<file path="src/rtl/lnbi2c_pkg.sv">
// Shared types and constants for the supply-controller serial register port.
// Assumes a single-target bus with 7-bit addressing only.
package lnbi2c_pkg;

    // Fixed upper part of the device address; strap pins supply the low bits.
    localparam logic [4:0] DEV_ADDR_HI = 5'b00010;

    // Register select codes carried in bits [7:5] of a written byte.
    localparam logic [2:0] SEL_STATUS = 3'b000;
    localparam logic [2:0] SEL_TONE   = 3'b001;
    localparam logic [2:0] SEL_LIMIT  = 3'b010;
    localparam logic [2:0] SEL_OUTPUT = 3'b011;

    typedef enum logic [2:0] {
        ST_IDLE,   // waiting for START
        ST_RX,     // shifting in address or write data
        ST_ACK,    // driving acknowledge on ninth clock
        ST_TX,     // shifting out read data
        ST_MACK    // sampling master acknowledge
    } eng_state_t;

    typedef struct packed {
        logic       tone_on;
        logic       tone_mod_sel;
        logic       tone_thr_sel;
        logic       ilim_dynamic;
        logic       vpin_sel_en;
        logic [1:0] ilim_code;
        logic       out_en;
        logic       vrange_hi;
        logic       vstep_up;
    } ctl_fields_t;

endpackage

</file>
<file path="src/rtl/lnbi2c_deglitch.sv">
// Two-flop synchronizer plus pulse filter for one open-drain bus line.
// The clean level follows the synchronized input only after the input has
// disagreed with it for GLITCH_CYC consecutive clocks. Assumes the line idles high.
module lnbi2c_deglitch #(
    parameter int GLITCH_CYC = 4
) (
    input  logic clk,
    input  logic rst_n,
    input  logic raw,
    output logic clean
);
    localparam int CW = $clog2(GLITCH_CYC + 1);

    logic [1:0]    sync_q;
    logic [CW-1:0] dis_cnt;

    // Synchronize the line and qualify changes by a run-length counter.
    always_ff @(posedge clk) begin
        if (!rst_n) begin
            sync_q  <= 2'b11;
            clean   <= 1'b1;
            dis_cnt <= '0;
        end else begin
            sync_q <= {sync_q[0], raw};
            if (sync_q[1] == clean) begin
                dis_cnt <= '0;
            end else if (dis_cnt == CW'(GLITCH_CYC - 1)) begin
                clean   <= sync_q[1];
                dis_cnt <= '0;
            end else begin
                dis_cnt <= dis_cnt + 1'b1;
            end
        end
    end

    AST_FILTER_FOLLOWS_INPUT: assert property (@(posedge clk) disable iff (!rst_n)
        (clean != $past(clean)) |-> (clean == $past(raw, 3)));

endmodule

</file>
<file path="src/rtl/lnbi2c_engine.sv">
// Bus protocol engine working on filtered SCL/SDA levels. It detects START and
// STOP, matches the address, acknowledges, hands completed write bytes to the
// register file and serialises the status byte on reads.
// Assumes no clock stretching and that SCL is much slower than clk.
module lnbi2c_engine
    import lnbi2c_pkg::*;
(
    input  logic       clk,
    input  logic       rst_n,
    input  logic       pwr_ok,
    input  logic [1:0] dev_pin_a,
    input  logic       scl_f,
    input  logic       sda_f,
    input  logic [7:0] status_byte,
    output logic       sda_pull,
    output logic       wr_stb,
    output logic [7:0] wr_byte
);
    localparam int BITS = 8;
    localparam int BCW  = $clog2(BITS + 1);

    eng_state_t     state;
    logic           scl_q, sda_q;
    logic [7:0]     rx_sh, tx_sh;
    logic [BCW-1:0] bit_cnt;
    logic           is_addr, rd_mode, m_acked;
    logic           scl_rise, scl_fall, bus_start, bus_stop;
    logic [6:0]     my_addr;

    // Edge and bus-condition decode from the previous filtered levels.
    always_comb begin
        scl_rise  = scl_f & ~scl_q;
        scl_fall  = ~scl_f & scl_q;
        bus_start = scl_f & scl_q & sda_q & ~sda_f;
        bus_stop  = scl_f & scl_q & ~sda_q & sda_f;
        my_addr   = {DEV_ADDR_HI, dev_pin_a};
        wr_byte   = rx_sh;
    end

    // Register the previous filtered levels.
    always_ff @(posedge clk) begin
        if (!rst_n) begin
            scl_q <= 1'b1;
            sda_q <= 1'b1;
        end else begin
            scl_q <= scl_f;
            sda_q <= sda_f;
        end
    end

    // Main protocol state machine.
    always_ff @(posedge clk) begin
        if (!rst_n) begin
            state    <= ST_IDLE;
            sda_pull <= 1'b0;
            wr_stb   <= 1'b0;
            rx_sh    <= '0;
            tx_sh    <= '0;
            bit_cnt  <= '0;
            is_addr  <= 1'b0;
            rd_mode  <= 1'b0;
            m_acked  <= 1'b0;
        end else begin
            wr_stb <= 1'b0;
            if (!pwr_ok) begin
                state    <= ST_IDLE;
                sda_pull <= 1'b0;
            end else if (bus_start) begin
                state    <= ST_RX;
                is_addr  <= 1'b1;
                bit_cnt  <= '0;
                sda_pull <= 1'b0;
            end else if (bus_stop) begin
                state    <= ST_IDLE;
                sda_pull <= 1'b0;
            end else begin
                unique case (state)
                    ST_IDLE: ;
                    ST_RX: begin
                        if (scl_rise && bit_cnt != BCW'(BITS)) begin
                            rx_sh   <= {rx_sh[6:0], sda_f};
                            bit_cnt <= bit_cnt + 1'b1;
                        end else if (scl_fall && bit_cnt == BCW'(BITS)) begin
                            if (is_addr) begin
                                if (rx_sh[7:1] == my_addr) begin
                                    sda_pull <= 1'b1;
                                    rd_mode  <= rx_sh[0];
                                    state    <= ST_ACK;
                                end else begin
                                    state <= ST_IDLE;
                                end
                            end else begin
                                sda_pull <= 1'b1;
                                wr_stb   <= 1'b1;
                                state    <= ST_ACK;
                            end
                        end
                    end
                    ST_ACK: begin
                        if (scl_fall) begin
                            bit_cnt <= '0;
                            if (rd_mode) begin
                                tx_sh    <= status_byte;
                                sda_pull <= ~status_byte[7];
                                state    <= ST_TX;
                            end else begin
                                sda_pull <= 1'b0;
                                is_addr  <= 1'b0;
                                state    <= ST_RX;
                            end
                        end
                    end
                    ST_TX: begin
                        if (scl_rise) begin
                            bit_cnt <= bit_cnt + 1'b1;
                        end else if (scl_fall) begin
                            if (bit_cnt == BCW'(BITS)) begin
                                sda_pull <= 1'b0;
                                state    <= ST_MACK;
                            end else begin
                                tx_sh    <= {tx_sh[6:0], 1'b0};
                                sda_pull <= ~tx_sh[6];
                            end
                        end
                    end
                    ST_MACK: begin
                        if (scl_rise) begin
                            m_acked <= ~sda_f;
                        end else if (scl_fall) begin
                            if (m_acked) begin
                                tx_sh    <= status_byte;
                                sda_pull <= ~status_byte[7];
                                bit_cnt  <= '0;
                                state    <= ST_TX;
                            end else begin
                                state <= ST_IDLE;
                            end
                        end
                    end
                    default: state <= ST_IDLE;
                endcase
            end
        end
    end

    AST_NO_DRIVE_UNPOWERED: assert property (@(posedge clk) disable iff (!rst_n)
        !pwr_ok |=> !sda_pull);

    AST_SDA_HELD_SCL_HIGH: assert property (@(posedge clk) disable iff (!rst_n)
        (pwr_ok && $past(pwr_ok) && scl_f && scl_q) |-> $stable(sda_pull));

    AST_STROBE_SINGLE: assert property (@(posedge clk) disable iff (!rst_n)
        wr_stb |=> !wr_stb);

endmodule

</file>
<file path="src/rtl/lnbi2c_regs.sv">
// Register file for the three writable control registers. A strobed byte is
// routed by its select field; unknown selects and the status select are dropped.
// All fields are held cleared while pwr_ok is low.
module lnbi2c_regs
    import lnbi2c_pkg::*;
(
    input  logic        clk,
    input  logic        rst_n,
    input  logic        pwr_ok,
    input  logic        wr_stb,
    input  logic [7:0]  wr_byte,
    output ctl_fields_t fields
);
    logic [2:0] sel;
    assign sel = wr_byte[7:5];

    // Store the live fields of each register on a strobed write.
    always_ff @(posedge clk) begin
        if (!rst_n || !pwr_ok) begin
            fields <= '0;
        end else if (wr_stb) begin
            unique case (sel)
                SEL_TONE: begin
                    fields.tone_on      <= wr_byte[4];
                    fields.tone_mod_sel <= wr_byte[3];
                    fields.tone_thr_sel <= wr_byte[2];
                end
                SEL_LIMIT: begin
                    fields.ilim_dynamic <= wr_byte[4];
                    fields.vpin_sel_en  <= wr_byte[3];
                    fields.ilim_code    <= wr_byte[1:0];
                end
                SEL_OUTPUT: begin
                    fields.out_en    <= wr_byte[4];
                    fields.vrange_hi <= wr_byte[1];
                    fields.vstep_up  <= wr_byte[0];
                end
                default: ;
            endcase
        end
    end

    AST_CLEAR_UNPOWERED: assert property (@(posedge clk) disable iff (!rst_n)
        !pwr_ok |=> (fields == '0));

    AST_IGNORED_SELECT: assert property (@(posedge clk) disable iff (!rst_n)
        (pwr_ok && wr_stb && (sel == SEL_STATUS || sel[2])) |=> $stable(fields));

endmodule

</file>
<file path="src/rtl/lnb_ctl_i2c_slave.sv">
// Top of the supply-controller serial register port. Filters both bus lines,
// runs the protocol engine and exposes the decoded control fields.
// Assumes the pad drives SDA low when sda_pull is 1 and otherwise releases it.
module lnb_ctl_i2c_slave
    import lnbi2c_pkg::*;
#(
    parameter int GLITCH_CYC = 4
) (
    input  logic       clk,
    input  logic       rst_n,
    input  logic       pwr_ok,
    input  logic [1:0] dev_pin_a,
    input  logic       scl_in,
    input  logic       sda_in,
    output logic       sda_pull,
    input  logic [4:0] fault_flags,
    output logic       tone_on,
    output logic       tone_mod_sel,
    output logic       tone_thr_sel,
    output logic       ilim_dynamic,
    output logic       vpin_sel_en,
    output logic [1:0] ilim_code,
    output logic       out_en,
    output logic       vrange_hi,
    output logic       vstep_up
);
    localparam int NLINES = 2;

    logic [NLINES-1:0] raw_lines, clean_lines;
    logic              wr_stb;
    logic [7:0]        wr_byte;
    ctl_fields_t       fields;

    assign raw_lines = {sda_in, scl_in};

    // One filter per bus line.
    for (genvar g = 0; g < NLINES; g++) begin : g_line
        lnbi2c_deglitch #(.GLITCH_CYC(GLITCH_CYC)) u_flt (
            .clk   (clk),
            .rst_n (rst_n),
            .raw   (raw_lines[g]),
            .clean (clean_lines[g])
        );
    end

    lnbi2c_engine u_eng (
        .clk         (clk),
        .rst_n       (rst_n),
        .pwr_ok      (pwr_ok),
        .dev_pin_a   (dev_pin_a),
        .scl_f       (clean_lines[0]),
        .sda_f       (clean_lines[1]),
        .status_byte ({3'b000, fault_flags}),
        .sda_pull    (sda_pull),
        .wr_stb      (wr_stb),
        .wr_byte     (wr_byte)
    );

    lnbi2c_regs u_regs (
        .clk     (clk),
        .rst_n   (rst_n),
        .pwr_ok  (pwr_ok),
        .wr_stb  (wr_stb),
        .wr_byte (wr_byte),
        .fields  (fields)
    );

    // Unpack the control fields onto the ports.
    always_comb begin
        tone_on      = fields.tone_on;
        tone_mod_sel = fields.tone_mod_sel;
        tone_thr_sel = fields.tone_thr_sel;
        ilim_dynamic = fields.ilim_dynamic;
        vpin_sel_en  = fields.vpin_sel_en;
        ilim_code    = fields.ilim_code;
        out_en       = fields.out_en;
        vrange_hi    = fields.vrange_hi;
        vstep_up     = fields.vstep_up;
    end

    AST_RESET_QUIET: assert property (@(posedge clk)
        $past(!rst_n) |-> (!sda_pull && !out_en && !tone_on));

endmodule

</file>
<file path="config.mk">
export PLATFORM = sky130hd
export DESIGN_NAME = lnb_ctl_i2c_slave
export DESIGN_NICKNAME = d
export VERILOG_FILES = /design/src/rtl/lnbi2c_pkg.sv /design/src/rtl/lnbi2c_deglitch.sv /design/src/rtl/lnbi2c_engine.sv /design/src/rtl/lnbi2c_regs.sv /design/src/rtl/lnb_ctl_i2c_slave.sv
export SDC_FILE = /design/constraint.sdc
export NUM_CORES = 1
export LEC_CHECK = 0
export BUFFER_PORTS_ARGS = -buffer_cell sky130_fd_sc_hd__buf_2
export CORE_MARGIN = 3
export CORE_UTILIZATION = 40
export CTS_CLUSTER_SIZE = 10
export DETAILED_ROUTE_END_ITERATION = 7
export PLACE_DENSITY = 0.55
export SYNTH_ARGS = -nofsm -noshare
export SYNTH_HDL_FRONTEND = slang
export SYNTH_SLANG_ARGS = --single-unit
</file>
<file path="constraint.sdc">
create_clock -name clk -period 2.4 [get_ports clk]
set_input_delay 0.12 -clock clk [delete_from_list [all_inputs] [get_ports clk]]
set_output_delay 0.12 -clock clk [all_outputs]
set_load 0.005 [all_outputs]
</file>
==> metrics <==
CTS Root Cell=clkbuf_8; CTS buffer count=5; detailed placement HPWL=around 3.4 mm; Worst IR Drop VDD=around 0.24 mV; Crit. End Element=flop; Worst-Margin Slew=562.6 ps; CTS tree=done; H-tree Lvls=2; Worst path depth=5; reg-to-reg endpoint=u_eng.tx_sh[4]; die height=84.84 um; Yosys warning total=0; Finished Core Util=45.88%; TNS Setup=0 ps; CP delay by family, top=simple AND/OR/NAND/NOR gates; DRT Pass-1 Iters=4; Final Cycle Share=about nine tenths; initial core utilization=a little over two fifths; P&R area growth vs syn=9.914%; Die ar.=7197 sq um; Post-Place Cells=around 360; Crit path arrival time=2410 ps; total gr overflow=0; critical path fanouts, max=14; internal power=1.071 mW; worst setup path startpoint=u_eng.state[2]; #FFs+latches synth=51; Leakage Power=roughly 1.1 nW; status=finished, final reports clean; sequential share of the synthesized area=between 40% and 50%; M2 GR Usage=a little over a fifth; DRC violations left=0; CP Launch Type=flop; slowest cell delay on critical path=600 ps; Flop pwr share=approximately three fifths; HP Start=fault_flags[0]; CP Buf/Inv Count=0; Synthesized Nets=288; crit path max-delay cell type=dfxtp_1; share of cells above drive strength 1=approximately 16%; RSZ-0062 raised after global routing=false; clk_skew=8.891 ps; largest net degree at the start of global routing=23; fin cells=roughly 370; NumNets Final=just over 300; Post-DRT Antenna Nets=0; fin crit period=2191 ps; # port buffers=22; first-pass GRT wire length=between 8 and 9 mm; Tot GR Track Use=between 10 and 15%; Fin. Hold Viols=0; post-CTS setup repair buffer count=0; vias per std cell=5.117; Clk pwr share=a little over a third; Synth area leaders=dfxtp_1 41%, mux2i_1 9.7%, nor2_1 6.2%; gp weighted congestion=0.8424; Peak Freq=~0.46 GHz; M3 GR Usage=about 3.3%; EDFF count, synth=0; area leader, netlist=dfxtp_1; Critical R2R Launch=u_eng.state[2]; logic gate share of total power=under 10%; initial detailed-routing violation count=86; clk sink count=51; # IOs=23; async set-or-reset flop fraction in the synthesized netlist=0%; worst hold path type=input port to flop; Slew headroom=around 62%; FF-to-FF path depth=5; die width=about 85 um; crit-path cells=and3b_1 -> a221oi_2 -> nor3b_4 -> nor2_1 -> a311oi_2; Clk Latency, worst-skew pair=slightly above 300 ps; antenna violations before repair=0; Post-Synthesis Mean Instance Area=9.208 sq um; Sw Ratio=between 20% and 30%; Pwr per Cell Area=just over 500 nW/um^2; kind of critical path=flop to flop; vias in the first global route=1,765; net switching power=0.3086 mW; worst setup path end=u_eng.tx_sh[4]; top-area cell type share of the netlist area=41.07%; Final Routed Wirelength=~4.8 mm; max-cap violations=0; Clock transition at path regs=~90 ps; fin area=2733 sq um; Worst R2R Setup Slack=approximately 210 ps; Final setup violation count=0; synthesized area=about 2500 sq um; GRT Max-Usage Layer=met2; Mapped Cells=270; placed instance area=approximately 2600 sq um; Hold WS=roughly 68 ps; Routed wire per std cell=approximately 13 um; Bufs on Longest Clock Path=2; ant diodes=0; Slew Viols, Final=0; Unique masters post-synth=59; met1 Use GR=a little under 20%; top_reg_cell synth=dfxtp_1; core box area=5956 sq um; Required @ worst endpoint=roughly 2600 ps; Cell Rows=28; DR vias=~1,900
==> power groups by stage <==
| stage | clock network [mW] | logic (mW) | registers, mW |
|---|---|---|---|
| finish | 0.484 | 0.0444 | 0.851 |
| floorplan | 0 | 0.0252 | 0.871 |
| detailed placement | 0 | 0.0428 | 0.871 |
| global placement | 0 | 0.0424 | 0.871 |
| CTS | 0.508 | 0.0453 | 0.851 |
| global route | 0.544 | 0.0497 | 0.852 |
==> cell families after synthesis <==
family / after synthesis / share of synthesized area (%)
simple gates: 121 / 26.77
flops: 51 / 41.07
compound gates: 39 / 12.73
mux: 24 / 9.663
buf+inv: 23 / 4.630
xor+xnor: 6 / 2.114
fa+ha+maj: 6 / 3.020
==> metal layers <==
layer,part of all wire [%],vias to the layer above
li1,-,979
met3,2.9,5
met2,44,22
met5,0,-
met1,52,867
met4,1.5,0
==> per-stage QoR <==
step	setup slack, ps	power [mW]
detailed placement	248.3	0.9139
global placement	323.1	0.9134
floorplan	572.1	0.8960
global route	22.39	1.446
finish	208.9	1.379
CTS	209.5	1.405
==> worst min path at each step <==
stage	cells after the start	to
2_1_floorplan	1	g_line[0].u_flt.sync_q[0]
3_3_place_gp	2	g_line[1].u_flt.sync_q[0]
3_5_place_dp	2	g_line[1].u_flt.sync_q[0]
4_1_cts	3	u_eng.tx_sh[0]
5_1_grt	3	u_eng.tx_sh[0]
6_report	3	u_eng.tx_sh[0]
==> timing repair <==
item / 4_1_cts / 5_1_grt
endpoints found under the hold margin: 2 / 0
gates resized for setup: 0 / 0
hold buffers: 2 / 0
==> state kept, by name, summed over array words and instances (netlist names) <==
register / count
g_line.u_flt.clean: 2
g_line.u_flt.dis_cnt: 6
g_line.u_flt.sync_q: 4
u_eng.bit_cnt: 4
u_eng.is_addr: 1
u_eng.m_acked: 1
u_eng.rd_mode: 1
u_eng.scl_q: 1
u_eng.sda_pull: 1
u_eng.sda_q: 1
u_eng.state: 3
u_eng.tx_sh: 7
u_eng.wr_byte: 8
u_eng.wr_stb: 1
u_regs.fields: 10
==> worst min-delay path, delay by kind of cell <==
family                 cells  cell delay (ps)
and+or+nand+nor            1               50
buffers and inverters      1              100
AOI/OAI and AO/OA          1               60
==> cell type report <==
cell class                      count  area (sq um)
Fill cell                         603          3223
Timing Repair Buffer               26         145.1
Clock inverter                      2         12.51
Multi-Input combinational cell    196          1350
Tap cell                           75         93.84
Inverter                           10         37.54
Sequential cell                    51          1021
Clock buffer                        6         72.57
==> placed cells by master (no fill, tap or decap), types with 2 or more instances in the layout <==
cell,Yosys,final
xor2_1,3,3
o21ai_1,3,3
and2_1,4,4
a311oi_2,3,3
ha_1,6,6
o21ai_0,4,4
dlygate4sd3_1,0,2
nand2_1,23,23
and3_1,2,2
xnor2_1,3,3
o22ai_1,2,2
o21bai_1,2,2
nand4_1,2,2
a211o_1,2,2
a311oi_1,2,2
nand3_1,8,8
and4b_1,2,2
nand3b_1,4,4
nor3b_1,3,3
buf_2,5,22
nor2b_1,4,4
and3b_1,2,2
mux2i_1,24,24
nor2_1,41,41
a21oi_1,7,7
inv_2,3,3
inv_1,7,7
or3_1,2,2
dfxtp_1,51,51
nand2b_1,10,10
clkbuf_8,0,5
buf_4,0,2
==> synthesized netlist by cell type (3+ instances only) <==
| master | number |
|---|---|
| xnor2_1 | 3 |
| inv_1 | 7 |
| nand3b_1 | 4 |
| mux2i_1 | 24 |
| a21oi_1 | 7 |
| buf_6 | 3 |
| buf_2 | 5 |
| dfxtp_1 | 51 |
| o21ai_0 | 4 |
| inv_2 | 3 |
| clkbuf_1 | 5 |
| ha_1 | 6 |
| nand2_1 | 23 |
| xor2_1 | 3 |
| nor3b_1 | 3 |
| o21ai_1 | 3 |
| and2_1 | 4 |
| nand2b_1 | 10 |
| a311oi_2 | 3 |
| nand3_1 | 8 |
| nor2b_1 | 4 |
| nor2_1 | 41 |
Note: power is estimated with default switching activity, not from simulation.
